$ cat src/rtl/mpwm_pkg.sv
package mpwm_pkg;
  localparam int PHASES = 4;

  typedef enum logic [1:0] {
    SEQ_IDLE  = 2'd0,
    SEQ_PROBE = 2'd1,
    SEQ_RUN   = 2'd2
  } seq_state_t;

  // strobes from control to the phase latches
  typedef struct packed {
    logic              run;
    logic [PHASES-1:0] phaseOn;
    logic [PHASES-1:0] slotStrobe;
  } seq_ctl_t;

  // pin 3 grounded forces two phases; pin 4 alone gives three
  function automatic logic [2:0] decodeCount(input logic p3Low, input logic p4Low);
    if (p3Low)      return 3'd2;
    else if (p4Low) return 3'd3;
    else            return 3'd4;
  endfunction

  function automatic logic [PHASES-1:0] phaseMask(input logic [2:0] cnt);
    case (cnt)
      3'd2:    return 4'b0011;
      3'd3:    return 4'b0111;
      default: return 4'b1111;
    endcase
  endfunction
endpackage

$ cat src/rtl/mpwm_ctrl.sv
module mpwm_ctrl
  import mpwm_pkg::*;
#(
  parameter int OSC_PERIOD  = 24,
  parameter int DET_PERIODS = 2
) (
  input  logic       clk,
  input  logic       rstN,
  input  logic       enable,
  input  logic       pin3Low,
  input  logic       pin4Low,
  output seq_ctl_t   ctl,
  output logic       probeEn,
  output logic       ready,
  output logic [2:0] phaseCount
);
  localparam int DET_TOTAL = OSC_PERIOD * DET_PERIODS;
  localparam int CW = $clog2(DET_TOTAL);
  localparam logic [CW-1:0] DET_LAST = CW'(DET_TOTAL - 1);
  localparam logic [CW-1:0] OSC_LAST = CW'(OSC_PERIOD - 1);
  localparam logic [CW-1:0] SP2 = CW'(OSC_PERIOD / 2);
  localparam logic [CW-1:0] SP3 = CW'(OSC_PERIOD / 3);
  localparam logic [CW-1:0] SP4 = CW'(OSC_PERIOD / 4);

  seq_state_t        state;
  logic [CW-1:0]     tick;
  logic [CW-1:0]     spacing;
  logic [PHASES-1:0] onMask;
  logic [PHASES-1:0] strobeVec;
  logic              runNow;

  always_ff @(posedge clk or negedge rstN) begin
    if (!rstN) begin
      state      <= SEQ_IDLE;
      tick       <= '0;
      phaseCount <= 3'd4;
    end else begin
      case (state)
        SEQ_IDLE: begin
          tick <= '0;
          if (enable) state <= SEQ_PROBE;
        end
        SEQ_PROBE: begin
          if (!enable) begin
            state <= SEQ_IDLE;
            tick  <= '0;
          end else if (tick == DET_LAST) begin
            phaseCount <= decodeCount(pin3Low, pin4Low);
            state      <= SEQ_RUN;
            tick       <= '0;
          end else begin
            tick <= tick + 1'b1;
          end
        end
        SEQ_RUN: begin
          if (!enable) begin
            state <= SEQ_IDLE;
            tick  <= '0;
          end else if (tick == OSC_LAST) begin
            tick <= '0;
          end else begin
            tick <= tick + 1'b1;
          end
        end
        default: begin
          state <= SEQ_IDLE;
          tick  <= '0;
        end
      endcase
    end
  end

  always_comb begin
    case (phaseCount)
      3'd2:    spacing = SP2;
      3'd3:    spacing = SP3;
      default: spacing = SP4;
    endcase
  end

  assign runNow  = (state == SEQ_RUN) && enable;
  assign onMask  = phaseMask(phaseCount);
  assign probeEn = (state == SEQ_PROBE);
  assign ready   = (state == SEQ_RUN);

  for (genvar k = 0; k < PHASES; k++) begin : g_slot
    assign strobeVec[k] = runNow && onMask[k] && (tick == CW'(k) * spacing);
  end

  assign ctl = '{run: runNow, phaseOn: onMask, slotStrobe: strobeVec};
endmodule

$ cat src/rtl/mpwm_datapath.sv
module mpwm_datapath
  import mpwm_pkg::*;
(
  input  logic              clk,
  input  logic              rstN,
  input  seq_ctl_t          ctl,
  input  logic [PHASES-1:0] setTrig,
  input  logic [PHASES-1:0] rstTrig,
  output logic [PHASES-1:0] pwmOut
);
  for (genvar p = 0; p < PHASES; p++) begin : g_phase
    always_ff @(posedge clk or negedge rstN) begin
      if (!rstN)                              pwmOut[p] <= 1'b0;
      else if (!ctl.run || !ctl.phaseOn[p])   pwmOut[p] <= 1'b0;
      else if (rstTrig[p])                    pwmOut[p] <= 1'b0;
      else if (ctl.slotStrobe[p] || setTrig[p]) pwmOut[p] <= 1'b1;
    end
  end
endmodule

$ cat src/rtl/mpwm_sequencer.sv
module mpwm_sequencer
  import mpwm_pkg::*;
#(
  parameter int OSC_PERIOD  = 24,
  parameter int DET_PERIODS = 2
) (
  input  logic       clk,
  input  logic       rstN,
  input  logic       enable,
  input  logic       pin3Low,
  input  logic       pin4Low,
  input  logic [3:0] setTrig,
  input  logic [3:0] rstTrig,
  output logic [3:0] pwmOut,
  output logic       probeEn,
  output logic [2:0] phaseCount,
  output logic       ready
);
  seq_ctl_t ctl;

  mpwm_ctrl #(.OSC_PERIOD(OSC_PERIOD), .DET_PERIODS(DET_PERIODS)) u_ctrl (
    .clk(clk), .rstN(rstN), .enable(enable), .pin3Low(pin3Low), .pin4Low(pin4Low),
    .ctl(ctl), .probeEn(probeEn), .ready(ready), .phaseCount(phaseCount)
  );

  mpwm_datapath u_dp (
    .clk(clk), .rstN(rstN), .ctl(ctl), .setTrig(setTrig), .rstTrig(rstTrig),
    .pwmOut(pwmOut)
  );
endmodule

$ cat config.mk
export PLATFORM = sky130hd
export DESIGN_NAME = mpwm_sequencer
export DESIGN_NICKNAME = d
export VERILOG_FILES = /design/src/rtl/mpwm_pkg.sv /design/src/rtl/mpwm_ctrl.sv /design/src/rtl/mpwm_datapath.sv /design/src/rtl/mpwm_sequencer.sv
export SDC_FILE = /design/constraint.sdc
export NUM_CORES = 1
export LEC_CHECK = 0
export ABC_CLOCK_PERIOD_IN_PS = 1900
export BUFFER_PORTS_ARGS = -buffer_cell sky130_fd_sc_hd__buf_2
export CAP_MARGIN = 20
export CORE_MARGIN = 2
export CORE_UTILIZATION = 45
export DETAILED_ROUTE_END_ITERATION = 6
export HOLD_SLACK_MARGIN = 0.1
export PLACE_DENSITY = 0.67
export SYNTH_ARGS = -nofsm -noshare
export SYNTH_HDL_FRONTEND = slang
export SYNTH_SLANG_ARGS = --single-unit
$ cat constraint.sdc
create_clock -name clk -period 1.9 [get_ports clk]
set_input_delay 0 -clock clk [delete_from_list [all_inputs] [get_ports clk]]
set_output_delay 0 -clock clk [all_outputs]
set_load 0.05 [all_outputs]
==> Word level (Yosys, flattened, before mapping) <==
Cells that the tools add are included.
{ "totals": {"ff_bits": 15, "wordCells": 77} }
{ "op_classes": {"add_sub_neg": 1, "n_mul": 1, "n_eq_ne": 12, "muxes": 26, "n_reduce_logical": 30} }
{ "ops": {"columns": ["cell", "count"], "rows": [
  ["2-to-1 mux 6 bit", 4],
  ["one-hot mux 4 bit (2 select lines)", 2],
  ["2-to-1 mux 1 bit", 12],
  ["one-hot mux 6 bit (2 select lines)", 1],
  ["nonzero test 3 bit", 4],
  ["logical AND 1 bit", 9],
  ["logical OR 1 bit", 8],
  ["2-to-1 mux 2 bit", 4],
  ["adder 6 x 1 -> 6 bit, second input constant", 1],
  ["equality test 3 x 2 -> 1 bit, second input constant", 2],
  ["equality test 6 x 4 -> 1 bit", 1],
  ["equality test 6 x 5 -> 1 bit", 1],
  ["equality test 6 x 5 -> 1 bit, second input constant", 1],
  ["equality test 6 bit", 1],
  ["equality test 6 bit, second input constant", 1],
  ["logical NOT 6 bit", 1],
  ["multiplier 2 x 4 -> 6 bit, first input constant", 1],
  ["2-to-1 mux 3 bit", 2],
  ["one-hot mux 2 bit (3 select lines)", 1],
  ["AND reduction 3 bit", 2],
  ["logical NOT 1 bit", 5],
  ["inequality test 2 bit, second input constant", 2],
  ["inequality test 3 x 2 -> 1 bit, second input constant", 1],
  ["equality test 2 x 1 -> 1 bit, second input constant", 1],
  ["2 further kinds", 2]
]} }

==> Longest topological paths before layout <==
{ "depth": {"word_depth": 9, "depth_mapped": 6} }

==> Modules after synthesis <==
A second synthesis with hierarchy kept.
{ "hier_totals": {"cells_unflattened": 101, "area_unflattened_um2": 1047.3} }
{ "by_module_without_submodules": {"columns": ["module", "instances", "cells_per_inst", "area_per_inst_um2", "seq_area_each_um2"], "rows": [
  ["mpwm_ctrl", 1, 85, 852.1, 276.5],
  ["mpwm_datapath", 1, 16, 195.2, 100.1]
]} }

==> Worst setup path before layout <==
No wires, ideal clock.
{ "synth_timing": {"path_kind": "reg2reg", "startpoint": "register u_ctrl.phaseCount[1]", "endpoint": "register u_dp.pwmOut[3]", "setup_ns": 0.067, "arrival_time_ns": 1.803, "required_ns": 1.833, "setup_slack_ns": 0.030, "path_stages_with_launch": 5, "path_buffers": 0, "period_less_slack_ns": 1.870, "path_cell_list": "dfrtp_1 > nor3b_1 > or4b_1 > a2111oi_1 > o31a_1"} }
{ "synth_via": {"elab_chain_cells": 7, "elab_cells_between_ends": 13, "cone_classes": "1 x mul; 3 x eq/ne; 3 x mux; 6 x reduce/logical"} }
{ "synth_lines": {"columns": ["element", "line", "source"], "rows": [
  ["start: declaration", "mpwm_ctrl.sv:15", "output logic [2:0] phaseCount"],
  ["start signal: assignment", "mpwm_ctrl.sv:48", "phaseCount <= decodeCount(pin3Low, pin4Low);"],
  ["equality test 3 x 2 -> 1 bit", "mpwm_pkg.sv:25, mpwm_ctrl.sv:74", null],
  ["one-hot mux 4 bit (2 select lines)", "mpwm_ctrl.sv:74", "case (phaseCount)"],
  ["multiplier 2 x 4 -> 6 bit", "mpwm_ctrl.sv:87", "assign strobeVec[k] = runNow && onMask[k] && (tick == CW'(k) * spacing);"],
  ["equality test 6 bit", "mpwm_ctrl.sv:87", null],
  ["logical AND 1 bit", "mpwm_ctrl.sv:87", null],
  ["logical OR 1 bit", "mpwm_datapath.sv:16", "else if (ctl.slotStrobe[p] || setTrig[p]) pwmOut[p] <= 1'b1;"],
  ["nonzero test 3 bit (no source line)", null, null],
  ["end signal: indexed assignment", "mpwm_datapath.sv:14", "else if (!ctl.run || !ctl.phaseOn[p]) pwmOut[p] <= 1'b0;"],
  ["end signal: indexed assignment", "mpwm_datapath.sv:15", "else if (rstTrig[p]) pwmOut[p] <= 1'b0;"],
  ["end signal: indexed assignment", "mpwm_datapath.sv:16", null],
  ["end: declaration", "mpwm_datapath.sv:9", "output logic [PHASES-1:0] pwmOut"]
]} }
Several ways; a longest one is shown, not always the timed one.
A chain may end at the register's enable or synchronous reset.

==> Worst setup path after layout <==
{ "layout_timing": {"startpoint": "register u_ctrl.phaseCount[2]", "endpoint": "register u_dp.pwmOut[3]"} }
Same word-level chain as after synthesis.

==> out/results.txt <==
Routed WL per cell = 12.07 um
Net count, final = 150
Setup TNS Final = 0 ns
HPWL Detailed = 1400 um
clock latency on the worst-skew pair = 0.29 ns
area grow syn2layout = 32.08%
via/cell ratio = 5.120
routed via count = 809
Gate Count Post-Synth = 95
Core ar. = 0.001922 mm2
Root Buffer = clkbuf_4
clock slew at reported path FFs = 0.09 ns
Worst slew margin = 68.24%
CP endpoint kind = flop
pwr dens = 633.6 mW/mm2
first-pass GRT wire length = 3463 um
Tcrit/Tclk final = 95.42%
CTS tree = done
clk buf depth = 2
gr ovfl total = 0
worst vdd ir = 408.9 uV
ANT cells = 0
Max Clk Rate = 551.6 MHz
Setup CP Type = flop to flop
filler cell count = 173
Seq/Total Area, Yosys = 41.81%
I/O pin count = 22
final wirelength = 1907 um
CP Buf/Inv Count = 0
worst hold slack = 0.1275 ns
CP Cell Sequence = nor3b_1 > or4b_1 > a2111oi_1 > o31a_1
Mean Syn Cell Area = 9.483 um2
clock sink count = 15
required time worst endpoint = 2.12 ns
die area = 0.002376 mm2
CP max-delay cell = dfstp_2
GP Congestion = 0.7450
Mapped Area = 900.9 um2
Die Span X = 48.74 um
crit path time final = 1.813 ns
CP top delay family = compound AO/OA/AOI/OAI gates
Max Fanout on Critical Path = 5
GRT Total Usage = 18.58%
unrepaired setup endpoints after global routing = false
final setup violation count = 0
Crit path largest cell delay = 0.57 ns
DRT Pass-1 Iters = 5
Max-Cap Viols = 0
Die Ht = 48.74 um
Slew Limit Fails = 0
Residual DRC = 0
Net Count, Synth = 113
startpoint types = flop
Leakage = 0.5354 nW
vias in the first global route = 803
initial antenna violation count = 0
WP data arrival = 2.03 ns
largest net degree at the start of global routing = 16
library cells used by synthesis = 34
endpoints failing hold = 0
Synth Warn # = 0
Buffers on Ports = 21
Row Count = 16
Iter 0 DRT Violations = 19
register bit total from synthesis = 15
H-Tree Depth = 1
status = complete, no violations
share of post-route cells with drive strength above 1 = 22.90%
Routed Antenna Nets = 0
Starting Density = 46.88%
TritonCTS buffer count = 3
HP Class = primary input to async pin
Worst Tran Pin Value = 0.4754 ns
skew final = 0.009648 ns
post-CTS repair timing setup buffer count = 0
==> worst register-to-register path, stage by stage (launching register included) <==
cell and delay (ns):
dfstp_2 0.57, nor3b_1 0.09, or4b_1 0.48, a2111oi_1 0.43, o31a_1 0.18
==> layout make-up <==
cell class | instances | area (um2) | share of cell area [%]
clock buffers | 3 | 22.52 | 1.893
clock inverters | 1 | 5.005 | 0.4206
inverters | 7 | 26.28 | 2.208
multi-input cells | 70 | 485.5 | 40.80
flip-flops and latches | 15 | 376.6 | 31.65
well taps | 27 | 33.78 | 2.839
repair buffers | 35 | 240.2 | 20.19
==> cell families after synthesis <==
group	after synthesis	share of synthesized area [%]
multiplexers	1	1.250
buffers and inverters	10	4.583
flip-flops	15	41.81
AND/OR/NAND/NOR	37	23.20
AO/OA/AOI/OAI	19	14.45
XOR/XNOR	8	7.778
adder cells (fa/ha/maj)	5	6.944
==> per-stage QoR <==
step	std cells	util [%]	cell area, um2	worst slack (ns)	power, W
3_3_place_gp	142	54.10	1040	0.2066	0.0005594
4_1_cts	158	61.78	1187	0.1017	0.0007666
6_report	158	61.91	1190	0.08701	0.0007539
5_1_grt	158	61.91	1190	0.02914	0.0008123
2_1_floorplan	95	-	900.9	0.02993	0.0005003
3_5_place_dp	142	54.10	1040	0.1521	0.0005641
==> power breakdown <==
part,leakage (nW),internal [W],switching [W]
clock,0.0177,0.0000782,0.000101
combinational,0.319,0.0000885,0.000134
sequential,0.198,0.000336,0.0000155
==> synth_stat cells, drive strengths merged <==
cell | instances | share of area [%]
o31a | 1 | 0.97
nand3 | 3 | 1.7
o211ai | 1 | 0.83
xor2 | 2 | 1.9
and3b | 1 | 0.97
xnor2 | 6 | 5.8
nand3b | 2 | 1.7
nand4 | 1 | 0.69
or4b | 1 | 1.1
nor3 | 3 | 2.2
and2 | 1 | 0.69
dfstp | 1 | 2.9
nor4bb | 1 | 1.1
a2111oi | 2 | 2.2
a21oi | 3 | 1.7
a311oi | 1 | 0.97
dfrtp | 14 | 39
ha | 5 | 6.9
o21ba | 1 | 1.1
o21ai | 7 | 3.9
mux2 | 1 | 1.2
buf | 3 | 1.7
o31ai | 1 | 0.83
inv | 7 | 2.9
nand2b | 1 | 0.69
o2111ai | 2 | 1.9
nor2b | 2 | 1.4
and3 | 1 | 0.69
nor2 | 10 | 4.2
nor3b | 2 | 1.7
nand2 | 6 | 2.5
nand4b | 2 | 1.9
==> layer usage <==
| layer | GRT usage, % | vias up | share of wire (%) |
|---|---|---|---|
| met5 | 0 | - | 0 |
| met4 | 5.714 | 0 | 0.68 |
| met3 | 5.556 | 2 | 6.9 |
| met2 | 31.28 | 34 | 46 |
| met1 | 22.82 | 367 | 46 |
| li1 | - | 406 | - |
==> registers in the layout, summed over array words and instances (netlist names) <==
name	flops
u_dp.pwmOut	4
u_ctrl.state	2
u_ctrl.tick	6
u_ctrl.phaseCount	3
==> cells in the final DEF, fill, tap and decap left out, types with 3 or more instances in the layout <==
cell and instances:
nand2_1 5, dlygate4sd3_1 12, xnor2_1 6, ha_1 5
o21ai_1 5, buf_2 21, nand3_1 3, nor2_1 10
clkbuf_4 3, dfrtp_1 14, a21oi_1 3, inv_1 7
==> path summary, 6_finish.rpt <==
path | start | to | slack, ns | cells past startpoint
worst min register to register | u_dp.pwmOut[1] | u_dp.pwmOut[1] | 0.52 | 2
worst max-delay path | u_ctrl.phaseCount[2] | u_dp.pwmOut[3] | 0.09 | 4
max in group asynchronous | rstN | u_ctrl.phaseCount[2] | 1.48 | 2
worst max register to register | u_ctrl.phaseCount[2] | u_dp.pwmOut[3] | 0.09 | 4
worst min-delay path | rstN | u_ctrl.tick[5] | 0.13 | 2
min in group clk | rstTrig[2] | u_dp.pwmOut[2] | 0.41 | 3
==> what timing repair did <==
| action | CTS | global route |
|---|---|---|
| hold buffers | 12 | 0 |
| gates resized for setup | 0 | 1 |
| endpoints found under the setup margin | 0 | 1 |
| hold endpoints to repair | 25 | 0 |
(Power assumes the default switching activity.)
